## src/rtl/rs_pkg.sv

```systemverilog
// Package rs_pkg
// Holds the shared encoding of the insertion mode.
// Assumes: the mode is a two-bit field driven by logic outside the block.
package rs_pkg;
    typedef enum logic [1:0] {
        INS_MRU     = 2'b00,
        INS_LRU     = 2'b01,
        INS_BIMODAL = 2'b10,
        INS_PARK    = 2'b11
    } ins_mode_e;
endpackage

```

## src/rtl/rs_lfsr.sv

```systemverilog
// Module rs_lfsr
// Galois LFSR with right shift. It steps once for each cycle in which step_i is high.
// Assumes: SEED is non-zero and TAPS describes a maximal-length polynomial.
module rs_lfsr #(
    parameter int          W    = 16,
    parameter logic [W-1:0] TAPS = 16'hB400,
    parameter logic [W-1:0] SEED = 16'hACE1
) (
    input  logic         clk,
    input  logic         rst_n,
    input  logic         step_i,
    output logic [W-1:0] state_o
);
    logic [W-1:0] st_q;

    // advance the register on each step, or load the seed in reset
    always_ff @(posedge clk) begin
        if (!rst_n)
            st_q <= SEED;
        else if (step_i)
            st_q <= {1'b0, st_q[W-1:1]} ^ (st_q[0] ? TAPS : '0);
    end

    assign state_o = st_q;
endmodule

```

## src/rtl/rs_promote.sv

```systemverilog
// Module rs_promote
// Combinational move-to-front. The entry equal to way_i goes to position 0, and the
// entries that stood above it each slide one place toward the LRU end.
// Assumes: order_i is a permutation, so way_i occurs exactly once.
module rs_promote #(
    parameter int WAYS = 16,
    parameter int IW   = $clog2(WAYS)
) (
    input  logic [WAYS-1:0][IW-1:0] order_i,
    input  logic [IW-1:0]           way_i,
    output logic [WAYS-1:0][IW-1:0] order_o
);
    logic [WAYS-1:0] at_or_below;   // bit i set when the match is at position i or deeper

    // build the suffix OR of position matches
    always_comb begin
        at_or_below[WAYS-1] = (order_i[WAYS-1] == way_i);
        for (int i = WAYS - 2; i >= 0; i--)
            at_or_below[i] = at_or_below[i+1] | (order_i[i] == way_i);
    end

    assign order_o[0] = way_i;

    for (genvar g = 1; g < WAYS; g++) begin : g_slot
        assign order_o[g] = at_or_below[g] ? order_i[g-1] : order_i[g];
    end
endmodule

```

## src/rtl/recency_stack.sv

```systemverilog
// Module recency_stack
// Replacement state for one cache set, kept as a list of way numbers from MRU to LRU.
// A hit promotes its way first. A fill then takes the LRU way as the victim and places
// it according to mode_i.
// Assumes: hit_way_i is valid whenever hit_i is high, and strobes last one cycle.
module recency_stack #(
    parameter int             WAYS          = 16,
    parameter int             IW            = $clog2(WAYS),
    parameter int             LFSR_W        = 16,
    parameter logic [LFSR_W-1:0] LFSR_TAPS  = 16'hB400,
    parameter logic [LFSR_W-1:0] LFSR_SEED  = 16'hACE1,
    parameter int             THROTTLE_BITS = 5
) (
    input  logic               clk,
    input  logic               rst_n,
    input  logic               hit_i,
    input  logic [IW-1:0]      hit_way_i,
    input  logic               fill_i,
    input  logic [1:0]         mode_i,
    output logic [IW-1:0]      victim_o,
    output logic [WAYS*IW-1:0] order_o
);
    import rs_pkg::*;

    logic [WAYS-1:0][IW-1:0] ord_q;
    logic [WAYS-1:0][IW-1:0] hit_prom;
    logic [WAYS-1:0][IW-1:0] after_hit;
    logic [WAYS-1:0][IW-1:0] fill_prom;
    logic [WAYS-1:0][IW-1:0] ord_d;
    logic [LFSR_W-1:0]       lfsr_q;
    logic                    to_mru;
    ins_mode_e               mode;

    assign mode = ins_mode_e'(mode_i);

    rs_lfsr #(.W(LFSR_W), .TAPS(LFSR_TAPS), .SEED(LFSR_SEED)) u_lfsr (
        .clk    (clk),
        .rst_n  (rst_n),
        .step_i (fill_i),
        .state_o(lfsr_q)
    );

    rs_promote #(.WAYS(WAYS), .IW(IW)) u_hit_prom (
        .order_i(ord_q),
        .way_i  (hit_way_i),
        .order_o(hit_prom)
    );

    // apply the hit before anything else
    always_comb after_hit = hit_i ? hit_prom : ord_q;

    assign victim_o = after_hit[WAYS-1];

    rs_promote #(.WAYS(WAYS), .IW(IW)) u_fill_prom (
        .order_i(after_hit),
        .way_i  (victim_o),
        .order_o(fill_prom)
    );

    // decide whether this fill is placed at MRU
    always_comb begin
        unique case (mode)
            INS_MRU:     to_mru = 1'b1;
            INS_BIMODAL: to_mru = (lfsr_q[THROTTLE_BITS-1:0] == '0);
            default:     to_mru = 1'b0;
        endcase
    end

    // pick the next order: an MRU fill on top of the hit result
    always_comb ord_d = (fill_i && to_mru) ? fill_prom : after_hit;

    // hold the order register, which resets to the identity permutation
    always_ff @(posedge clk) begin
        if (!rst_n) begin
            for (int k = 0; k < WAYS; k++)
                ord_q[k] <= IW'(k);
        end else begin
            ord_q <= ord_d;
        end
    end

    assign order_o = ord_q;
endmodule

```

## config.mk

```make
export PLATFORM = sky130hd
export DESIGN_NAME = recency_stack
export DESIGN_NICKNAME = d
export VERILOG_FILES = /design/src/rtl/rs_pkg.sv /design/src/rtl/rs_lfsr.sv /design/src/rtl/rs_promote.sv /design/src/rtl/recency_stack.sv
export SDC_FILE = /design/constraint.sdc
export NUM_CORES = 1
export LEC_CHECK = 0
export BUFFER_PORTS_ARGS = -buffer_cell sky130_fd_sc_hd__buf_2
export CAP_MARGIN = 30
export CORE_AREA = 2 2 139 141
export CTS_BUF_LIST = sky130_fd_sc_hd__clkbuf_4 sky130_fd_sc_hd__clkbuf_8
export DETAILED_ROUTE_END_ITERATION = 8
export DIE_AREA = 0 0 141 143
export PLACE_DENSITY = 0.58
export SETUP_SLACK_MARGIN = 0.15
export SLEW_MARGIN = 10
export SYNTH_ARGS = -nofsm -noshare
export SYNTH_HDL_FRONTEND = slang
export SYNTH_HIERARCHICAL = 1
export SYNTH_SLANG_ARGS = --single-unit
export TNS_END_PERCENT = 20
```

## constraint.sdc

```tcl
create_clock -name clk -period 7 [get_ports clk]
set_clock_uncertainty 0.1 [all_clocks]
set_input_delay 0.35 -clock clk [delete_from_list [all_inputs] [get_ports clk]]
set_output_delay 0.35 -clock clk [all_outputs]
set_load 0.03 [all_outputs]
```

### Word level (Yosys, flattened, before mapping)

Cells that the tools add are included.

| storage, ports and cells | value |
|---|---|
| flip-flop bits (word level) | 80 |
| input port bits | 10 |
| output and inout port bits | 68 |

| operators by class | value |
|---|---|
| eq/ne operators | 16 |
| multiplexer cells | 19 |
| bitwise logic cells | 15 |
| reductions and logical operators | 3 |

Operator list:

| kind | count |
|---|---|
| two-way mux 64 bit | 2 |
| equality test 4 bit | 15 |
| two-way mux 4 bit | 15 |
| two-way mux 16 bit | 1 |
| bitwise XOR 15 x 16 -> 16 bit | 1 |
| bitwise OR 1 bit | 14 |
| logical NOT 5 bit | 1 |
| equality test 2 bit (second input constant) | 1 |
| logical NOT 2 bit | 1 |
| one-hot mux 1 bit (2 select lines) | 1 |
| logical AND 1 bit | 1 |

### Longest topological paths before layout

Gate-level depths: netlist of run 1.

| depth | value |
|---|---|
| depth in word-level cells | 18 |
| depth in mapped cells | 20 |
| mapped depth without buffers | 15 |

### Hierarchy

The synthesis of run 1 kept the hierarchy.

Modules (own cells, without submodules):

| module | times used | cells an instance | area each (um^2) |
|---|---|---|---|
| recency_stack | 1 | 356 | 3415.8 |
| rs_promote | 2 | 176 | 1626.6 |
| rs_lfsr | 1 | 56 | 631.9 |

### Worst setup path before layout of run 1

Ideal clock, no wire load.

| path | value |
|---|---|
| path kind | register -> register |
| from | reg ord_q, in the netlist order_o[63] |
| to | reg ord_q, in the netlist order_o[4] |
| setup time | 0.121 ns |
| arrival time | 3.791 ns |
| data required time | 6.779 ns |
| slack | 2.988 ns |
| stages on the path, launching flop included | 18 |
| buffers on the path | 2 |
| cells stage by stage | dfxtp_1 > xnor2_1 > nand4_4 > nand3_4 > or3_1 > buf_6 > or2_1 > buf_6 > mux2_4 > mux2_2 > xnor2_1 > nand4_1 > nand3_1 > nor3_1 > nand4_1 > mux2_2 > nor2_1 > mux2i_1 |

| on the way | value |
|---|---|
| longest elaborated chain between the ends | 18 |

Ends and longest elaborated chain:

| what | line | RTL |
|---|---|---|
| start: declaration | recency_stack.sv:25 | `logic [WAYS-1:0][IW-1:0] ord_q;` |
| start signal: indexed assignment | recency_stack.sv:76 | `ord_q[k] <= IW'(k);` |
| start signal: assignment | recency_stack.sv:78 | `ord_q <= ord_d;` |
| equality test 4 bit | rs_promote.sv:17 | `at_or_below[WAYS-1] = (order_i[WAYS-1] == way_i);` |
| bitwise OR 1 bit (14 in a row) | rs_promote.sv:19 | `at_or_below[i] = at_or_below[i+1] \| (order_i[i] == way_i);` |
| two-way mux 4 bit | rs_promote.sv:25 | `assign order_o[g] = at_or_below[g] ? order_i[g-1] : order_i[g];` |
| two-way mux 64 bit | recency_stack.sv:50 | `always_comb after_hit = hit_i ? hit_prom : ord_q;` |
| two-way mux 64 bit | recency_stack.sv:70 | `always_comb ord_d = (fill_i && to_mru) ? fill_prom : after_hit;` |

No other way between the ends.
A chain may end at the register's enable or synchronous reset.

### Final worst setup path of run 1

| path | value |
|---|---|
| from | in hit_way_i[3] |
| to | reg ord_q, in the netlist order_o[4] |

| on the way | value |
|---|---|
| longest elaborated chain between the ends | 18 |
| elaborated cells on any way between the ends | 32 |
| those cells by class | 15 x eq/ne; 3 x mux; 14 x bitwise |

Ends and longest elaborated chain:

| what | line | RTL |
|---|---|---|
| start: declaration | recency_stack.sv:17 | `input logic [IW-1:0] hit_way_i,` |
| equality test 4 bit (on tied branches) | rs_promote.sv:17, rs_promote.sv:19 |  |
| bitwise OR 1 bit (13 in a row) | rs_promote.sv:19 |  |
| bitwise OR 1 bit (*) | rs_promote.sv:19 |  |
| two-way mux 4 bit (*) | rs_promote.sv:25 |  |
| two-way mux 64 bit (*) | recency_stack.sv:50 |  |
| two-way mux 64 bit (*) | recency_stack.sv:70 |  |

Every way passes the cells marked *; elsewhere a longest branch is shown, timed or not.

==> reports/metrics.yaml, run 1 <==
cts_max_level: 3
yosysTopAreaCell: "mux2_2"
ys_types: 41
gp_congestion: 0.817
dp_hpwl_mm: 13.3
cp-end-kind: "flip-flop"
synth_cells: 764
syn_nets: 774
drtAntennaViolNets: 0
synth_area_sq_mm: 0.00730
clkTransAtPathRegs_ns: 0.10
grt_usage_pct: 18.9
die_y_um: 143
setup_violations: 0
regArea_sq_mm: 0.00160
cts_root_buf: "clkbuf_8"
n_antenna_cell: 0
ctsHoldBuffers: 0
avgSynthCellArea_sq_um: 9.56
hold_class: "in -> reg"
antenna_found_initial: 0
max_freq_mhz: 226
ir_drop_mv: 0.233
maxCapViolCount: 0
fin_area_sq_mm: 0.00762
finalCritPeriodShare_pct: 63.2
io_pins: 78
min_path_cells: 2
post_cts_resized: 0
final_core_util_pct: 41.0
drc: 0
wl_met1_mm: 8.63
multi_input_area_sq_mm: 0.00509
cts_made_buffers: 9
initial_utilization_pct: 39.3
viasPerCell: 5.28
vias: 5439
synth-seq-cells: 80
first_pass_iters: 5
overflow: 0
crit_start: "hit_way_i[3]"
synth_warnings: 6
fillers: 1858
worstMarginPinSlew_ns: 0.812
portBuffers: 77
wire_per_inst_um: 17.7
crit_fanout: 16
insertion_delay_ns: 0.39
dieArea_sq_mm: 0.0202
place_area_sq_mm: 0.00743
wl_met2_mm: 8.74
leakage_nw: 3.28
fin_tns_setup_ns: 0
criticalPathCategory: "in -> reg"
cts_buffer_depth: 2
period_minus_slack_ns: 4.43
highest_layer: "met4"
r2r-start: "order_o[55]$_SDFF_PN1_"
grt_max_degree: 83
die_x_um: 141
r2r_cells: 15
status: "complete, no violations"
dr.first_iter.drc_count: 307
rsz0062_at_grt: "no"
cts_setup_buffers: 0
area_growth_pct: 4.39
power_density_mw_per_mm2: 487
critPathArrivalTime_ns: 4.61
cts.sinks: 80
synth.area.top_cells: "mux2_2 26%, dfxtp_1 22%, mux2i_1 11%"
slew_viol_final: 0
finalNetCount: 802
relSlewSlack_pct: 45.8
grt_pass1_wl_mm: 30.3
critPathLaunchType: "primary input"
fp.coreArea_sq_mm: 0.0186
cts_tree: "done"
r2r_slack_ns: 2.58
wl_met3_um: 665
drive_gt1_share_pct: 36.4
hold_viol: 0
synth_seq_area_share_pct: 21.9
rows: 50
drt_wl_total_mm: 18.3
grt_pass1_vias: 5410
required_ns: 7.19
rr_endpoint: "order_o[4]$_SDFF_PN1_"
synth_top_area_share_pct: 25.9
endpoint: "order_o[4]$_SDFF_PN1_"
cells by family (layout without fill, tap and decap cells):
group | count (synthesis) | after routing | synth area share [%]
flops | 80 | 80 | 21.9
buf+inv | 66 | 99 | 8.52
simple gates | 229 | 229 | 15.0
mux | 253 | 253 | 38.1
compound gates | 13 | 13 | 1.71
xor+xnor | 123 | 123 | 14.8
metal layers:
metal / up-vias / GRT usage [%]
met5: - / 0
met4: 0 / 5.68
met3: 16 / 3.35
met2: 107 / 31.3
met1: 2632 / 25.1
li1: 2684 / -
worst max-delay path: stages:
cell     delay (ns)
buf_2          0.41
xnor2_1        0.16
nand4_1        0.22
nand3_4        0.15
or3_1          0.52
or2_1          0.38
mux2_4         0.32
mux2_2         0.31
xnor2_1        0.14
nand4_1        0.12
nand3_1        0.11
nor3_1         0.55
nand4_1        0.35
mux2_2         0.36
nor2_1         0.10
mux2i_1        0.06
stage by stage:
step | total power [mW] | setup slack (ns) | instances | hold WS, ns
3_3_place_gp | 3.36 | 2.20 | 1013 | 0.349
2_1_floorplan | 2.98 | 2.99 | 764 | 0.338
6_report | 3.72 | 2.57 | 1031 | 0.343
4_1_cts | 3.72 | 2.60 | 1031 | 0.314
3_5_place_dp | 3.36 | 2.20 | 1015 | 0.359
5_1_grt | 3.99 | 2.27 | 1031 | 0.365
registers in the layout, summed over array words and instances (netlist names):
signal / cells
order_o: 64
u_lfsr/state_o: 16
worst min-delay path by stage:
| stage | from | endpoint |
|---|---|---|
| after floorplan | u_lfsr/state_o[12]$_SDFFE_PN0P_ | u_lfsr/state_o[11]$_SDFFE_PN1P_ |
| after global placement | u_lfsr/state_o[12]$_SDFFE_PN0P_ | u_lfsr/state_o[11]$_SDFFE_PN1P_ |
| after detailed placement | u_lfsr/state_o[12]$_SDFFE_PN0P_ | u_lfsr/state_o[11]$_SDFFE_PN1P_ |
| after CTS | fill_i | u_lfsr/state_o[12]$_SDFFE_PN0P_ |
| after global routing | fill_i | u_lfsr/state_o[12]$_SDFFE_PN0P_ |
| final | fill_i | u_lfsr/state_o[12]$_SDFFE_PN0P_ |
cells in the mapped netlist, drive strengths merged:
cell,instances
buf,53
nor2,68
inv,1
a22oi,2
mux2,176
dfxtp,80
o41ai,4
and4,2
and2,1
nor2b,7
xor2,40
o21ai,1
xnor2,83
nand3b,2
or2,4
o41a,4
nand3,10
clkbuf,12
nand2,98
nand4,24
nor3b,1
nor4,2
nor3,3
nand2b,4
mux2i,77
or3,2
a21oi,2
nor4b,1
report_power, final:
group,leakage [nW],switching [mW],internal [mW],total [mW]
logic,2.53,1.36,1.27,2.62
registers,0.657,0.185,0.564,0.749
clock network,0.0981,0.198,0.144,0.342
total,3.28,1.74,1.98,3.72
placed cells by master, fill, tap and decap left out, types with 2 or more instances in the layout:
cell type,count
clkbuf_8,10
nor2_2,2
o41ai_2,2
buf_4,3
nor3_1,3
nand2b_1,4
nor4_1,2
nand4_1,20
dfxtp_1,80
or2_2,2
nand4_4,2
buf_2,77
o41a_1,4
o41ai_1,2
nand4_2,2
xor2_1,40
mux2i_1,77
xnor2_1,83
nor2_1,66
or3_1,2
nand3_1,8
nand2_1,98
buf_12,2
mux2_4,8
nor2b_1,7
nand3b_1,2
and4_1,2
inv_6,4
or2_1,2
nand3_4,2
mux2_2,168
a22oi_1,2
cell type report:
cell class	instances	area share, %
inverters	1	0.0493
clock buffers	10	1.81
multi-input cells	618	66.8
repair buffers	82	5.88
clock inverters	6	0.640
well taps	234	3.84
flip-flops and latches	80	21.0
(Power assumes the default switching activity.)
==> run 2: changes to the inputs <==
PLACE_DENSITY = 0.6   (was 0.58)
clock period = 3.7 ns   (was 7 ns; I/O delays follow)
==> run 2 against run 1 <==
The run now ends with negative setup slack left. Clock-buffer cell count shrank 1. Register-to-register slack worse by 2.7 ns. Cell area is 19% higher. First-iteration DRC count down 3.9%. Flip-flop and latch count is the same. Sequential power grew 72%. Critical path depth down 1. Worst setup slack got worse by 2.7 ns. Utilization grew 7.8 points. Final cell count up 15%. Critical endpoint is now order_o[28]$_SDFF_PN1_. Largest power group unchanged. Highest routed layer unchanged.
==> reports/metrics.yaml, run 2 (synthesis results as in run 1) <==
criticalPathCategory: "reg -> reg"  # was in -> reg
crit_fanout: 4  # was 16
cts_buffer_depth: 2  # unchanged
r2r-start: "order_o[47]$_SDFF_PN1_"  # was order_o[55]$_SDFF_PN1_
worstMarginPinSlew_ns: 0.817  # was 0.812 ns
place_area_sq_mm: 0.00870  # was 0.00743 sq mm
grt_pass1_vias: 5978  # was 5410
cts_root_buf: "clkbuf_8"  # unchanged
die_x_um: 141  # unchanged
switching_share_pct: 43.5  # was 46.8%
dp_hpwl_mm: 15.5  # was 13.3 mm
endpoint: "order_o[28]$_SDFF_PN1_"  # was order_o[4]$_SDFF_PN1_
regArea_sq_mm: 0.00165  # was 0.00160 sq mm
cts.sinks: 80  # unchanged
dr.first_iter.drc_count: 295  # was 307
power_frac_seq_pct: 15.3  # was 20.2%
drc: 0  # unchanged
max_freq_mhz: 265
layout_common_cells: "158 x mux2_2, 154 x buf_4, 98 x nand2_1"  # was 168 x mux2_2, 98 x nand2_1, 83 x xnor2_1
first_pass_iters: 5  # unchanged
mostFrequentLayoutCell: "mux2_2"  # unchanged
io_pins: 78  # unchanged
cts_tree: "done"  # unchanged
maxCapViolCount: 0  # unchanged
power.net_switching_mw: 3.66  # was 1.74 mW
highest_layer: "met4"  # unchanged
grt_max_degree: 82  # was 83
clockPowerShare_pct: 7.7  # was 9.2%
r2r_slack_ns: -0.08  # was 2.58 ns
gp_congestion: 0.858  # was 0.817
p_comb_share_pct: 77.0  # was 70.6%
cts_max_level: 3  # unchanged
ir_drop_mv: 0.377  # was 0.233 mV
largest_reg_flops: 64  # unchanged
period_minus_slack_ns: 3.78
setup_violations: 14  # was 0
vias: 6042  # was 5439
leakage_nw: 4.16  # was 3.28 nW
clkTransAtPathRegs_ns: 0.10  # about the same
dieArea_sq_mm: 0.0202  # unchanged
multi_input_area_sq_mm: 0.00526  # was 0.00509 sq mm
rsz0062_at_grt: "yes"  # was no
crit_start: "order_o[47]$_SDFF_PN1_"  # was hit_way_i[3]
wl_met1_mm: 9.54  # was 8.63 mm
final_core_util_pct: 48.9  # was 41.0%
fillers: 1773  # was 1858
viasPerCell: 5.09  # was 5.28
rr_endpoint: "order_o[28]$_SDFF_PN1_"  # was order_o[4]$_SDFF_PN1_
cts_made_buffers: 9  # unchanged
relSlewSlack_pct: 45.6  # was 45.8%
finalCritPeriodShare_pct: 102
grt_usage_pct: 20.8  # was 18.9%
r2r_cells: 15  # unchanged
area_growth_pct: 24.3  # was 4.39%
insertion_delay_ns: 0.38  # was 0.39 ns
fp.coreArea_sq_mm: 0.0186  # unchanged
timing.final.ws_setup_ns: -0.0764  # was 2.57 ns
wire_per_inst_um: 17.5  # was 17.7 um
n_antenna_cell: 0  # unchanged
hold_viol: 0  # unchanged
wl_met3_um: 737  # was 665 um
critPathArrivalTime_ns: 3.95  # was 4.61 ns
cp-end-kind: "flip-flop"  # unchanged
portBuffers: 77  # unchanged
hold_class: "in -> reg"  # unchanged
drtAntennaViolNets: 0  # unchanged
die_y_um: 143  # unchanged
power_density_mw_per_mm2: 926  # was 487 mW/mm^2
drt_wl_total_mm: 20.8  # was 18.3 mm
critPathLaunchType: "flip-flop"  # was primary input
finalNetCount: 959  # was 802
drive_gt1_share_pct: 51.6  # was 36.4%
overflow: 0  # unchanged
violations: "negative setup slack"
rows: 50  # unchanged
p_int_mw: 4.75  # was 1.98 mW
fin_area_sq_mm: 0.00908  # was 0.00762 sq mm
required_ns: 3.87  # was 7.19 ns
wl_met2_mm: 10.1  # was 8.74 mm
antenna_found_initial: 0  # unchanged
grt_pass1_wl_mm: 32.7  # was 30.3 mm
initial_utilization_pct: 39.3  # unchanged
status: "complete, but fails checks"  # was complete, no violations
slew_viol_final: 0  # unchanged
-- run 2: cell types whose count changed in the layout (fill, tap and decap cells not counted), sizes merged --
cell	change
clkbuf	-1
clkinv	+1
buf	+157
-- run 2: per-stage QoR --
step | hold slack (ns) | setup WS (ns) | power [mW] | setup TNS [ns] | std cells
2_1_floorplan | 0.213 | 0.00229 | 5.69 | 0 | 764
3_3_place_gp | 0.354 | -0.388 | 7.31 | -10.96 | 1162
3_5_place_dp | 0.362 | -0.388 | 7.37 | -11.47 | 1164
4_1_cts | 0.174 | -0.0433 | 8.29 | -0.194 | 1185
5_1_grt | 0.196 | -0.240 | 8.94 | -6.19 | 1188
6_report | 0.193 | -0.0764 | 8.41 | -0.500 | 1188
-- run 2: layer usage --
layer / vias to the layer above / track usage [%]
met2: 117 / 35.4
li1: 2998 / -
met4: 0 / 6.53
met5: - / 0
met3: 31 / 3.55
met1: 2896 / 27.0
-- run 2: how the worst min path moves through the flow --
stage,startpoint,to,slack [ns],depth (start not counted)
6_report,fill_i,u_lfsr/state_o[12]$_SDFFE_PN0P_,0.19,2
3_5_place_dp,u_lfsr/state_o[15]$_SDFFE_PN1P_,u_lfsr/state_o[15]$_SDFFE_PN1P_,0.36,2
2_1_floorplan,rst_n,u_lfsr/state_o[14]$_SDFFE_PN0P_,0.21,1
3_3_place_gp,u_lfsr/state_o[15]$_SDFFE_PN1P_,u_lfsr/state_o[15]$_SDFFE_PN1P_,0.35,2
5_1_grt,fill_i,u_lfsr/state_o[12]$_SDFFE_PN0P_,0.20,2
4_1_cts,fill_i,u_lfsr/state_o[12]$_SDFFE_PN0P_,0.17,2
-- run 2: area by class of cell --
cell class | instances | area share (%)
multi-input cells | 618 | 57.9
repair buffers | 239 | 18.6
flip-flops and latches | 80 | 18.2
well taps | 234 | 3.23
clock buffers | 9 | 1.36
clock inverters | 7 | 0.565
inverters | 1 | 0.0414
-- run 2: critical path: stages, from the launching register on --
cell and delay [ns]:
dfxtp_4 0.37, xor2_1 0.15, o41ai_2 0.40, buf_4 0.19, or2_4 0.13, nand2b_4 0.17
mux2_4 0.30, mux2_4 0.27, xnor2_1 0.14, nand4_1 0.14, o41ai_2 0.11, or3_4 0.41
nand3b_1 0.28, mux2_4 0.35, nor2_1 0.08, mux2i_1 0.07
-- run 2: power by group through the flow --
stage | logic (mW) | clock network, mW | registers, mW
3_3_place_gp | 6.00 | 0 | 1.31
3_5_place_dp | 6.06 | 0 | 1.31
2_1_floorplan | 4.01 | 0 | 1.68
6_report | 6.47 | 0.647 | 1.29
4_1_cts | 6.34 | 0.663 | 1.29
5_1_grt | 6.94 | 0.694 | 1.31
-- run 2: what timing repair did --
item                       4_1_cts  5_1_grt
setup endpoints to repair       40       44
pin swaps                       11        2
resized for setup               24        4
setup buffers                    5        3
gates cloned                     0        0
hold buffers                     0        0
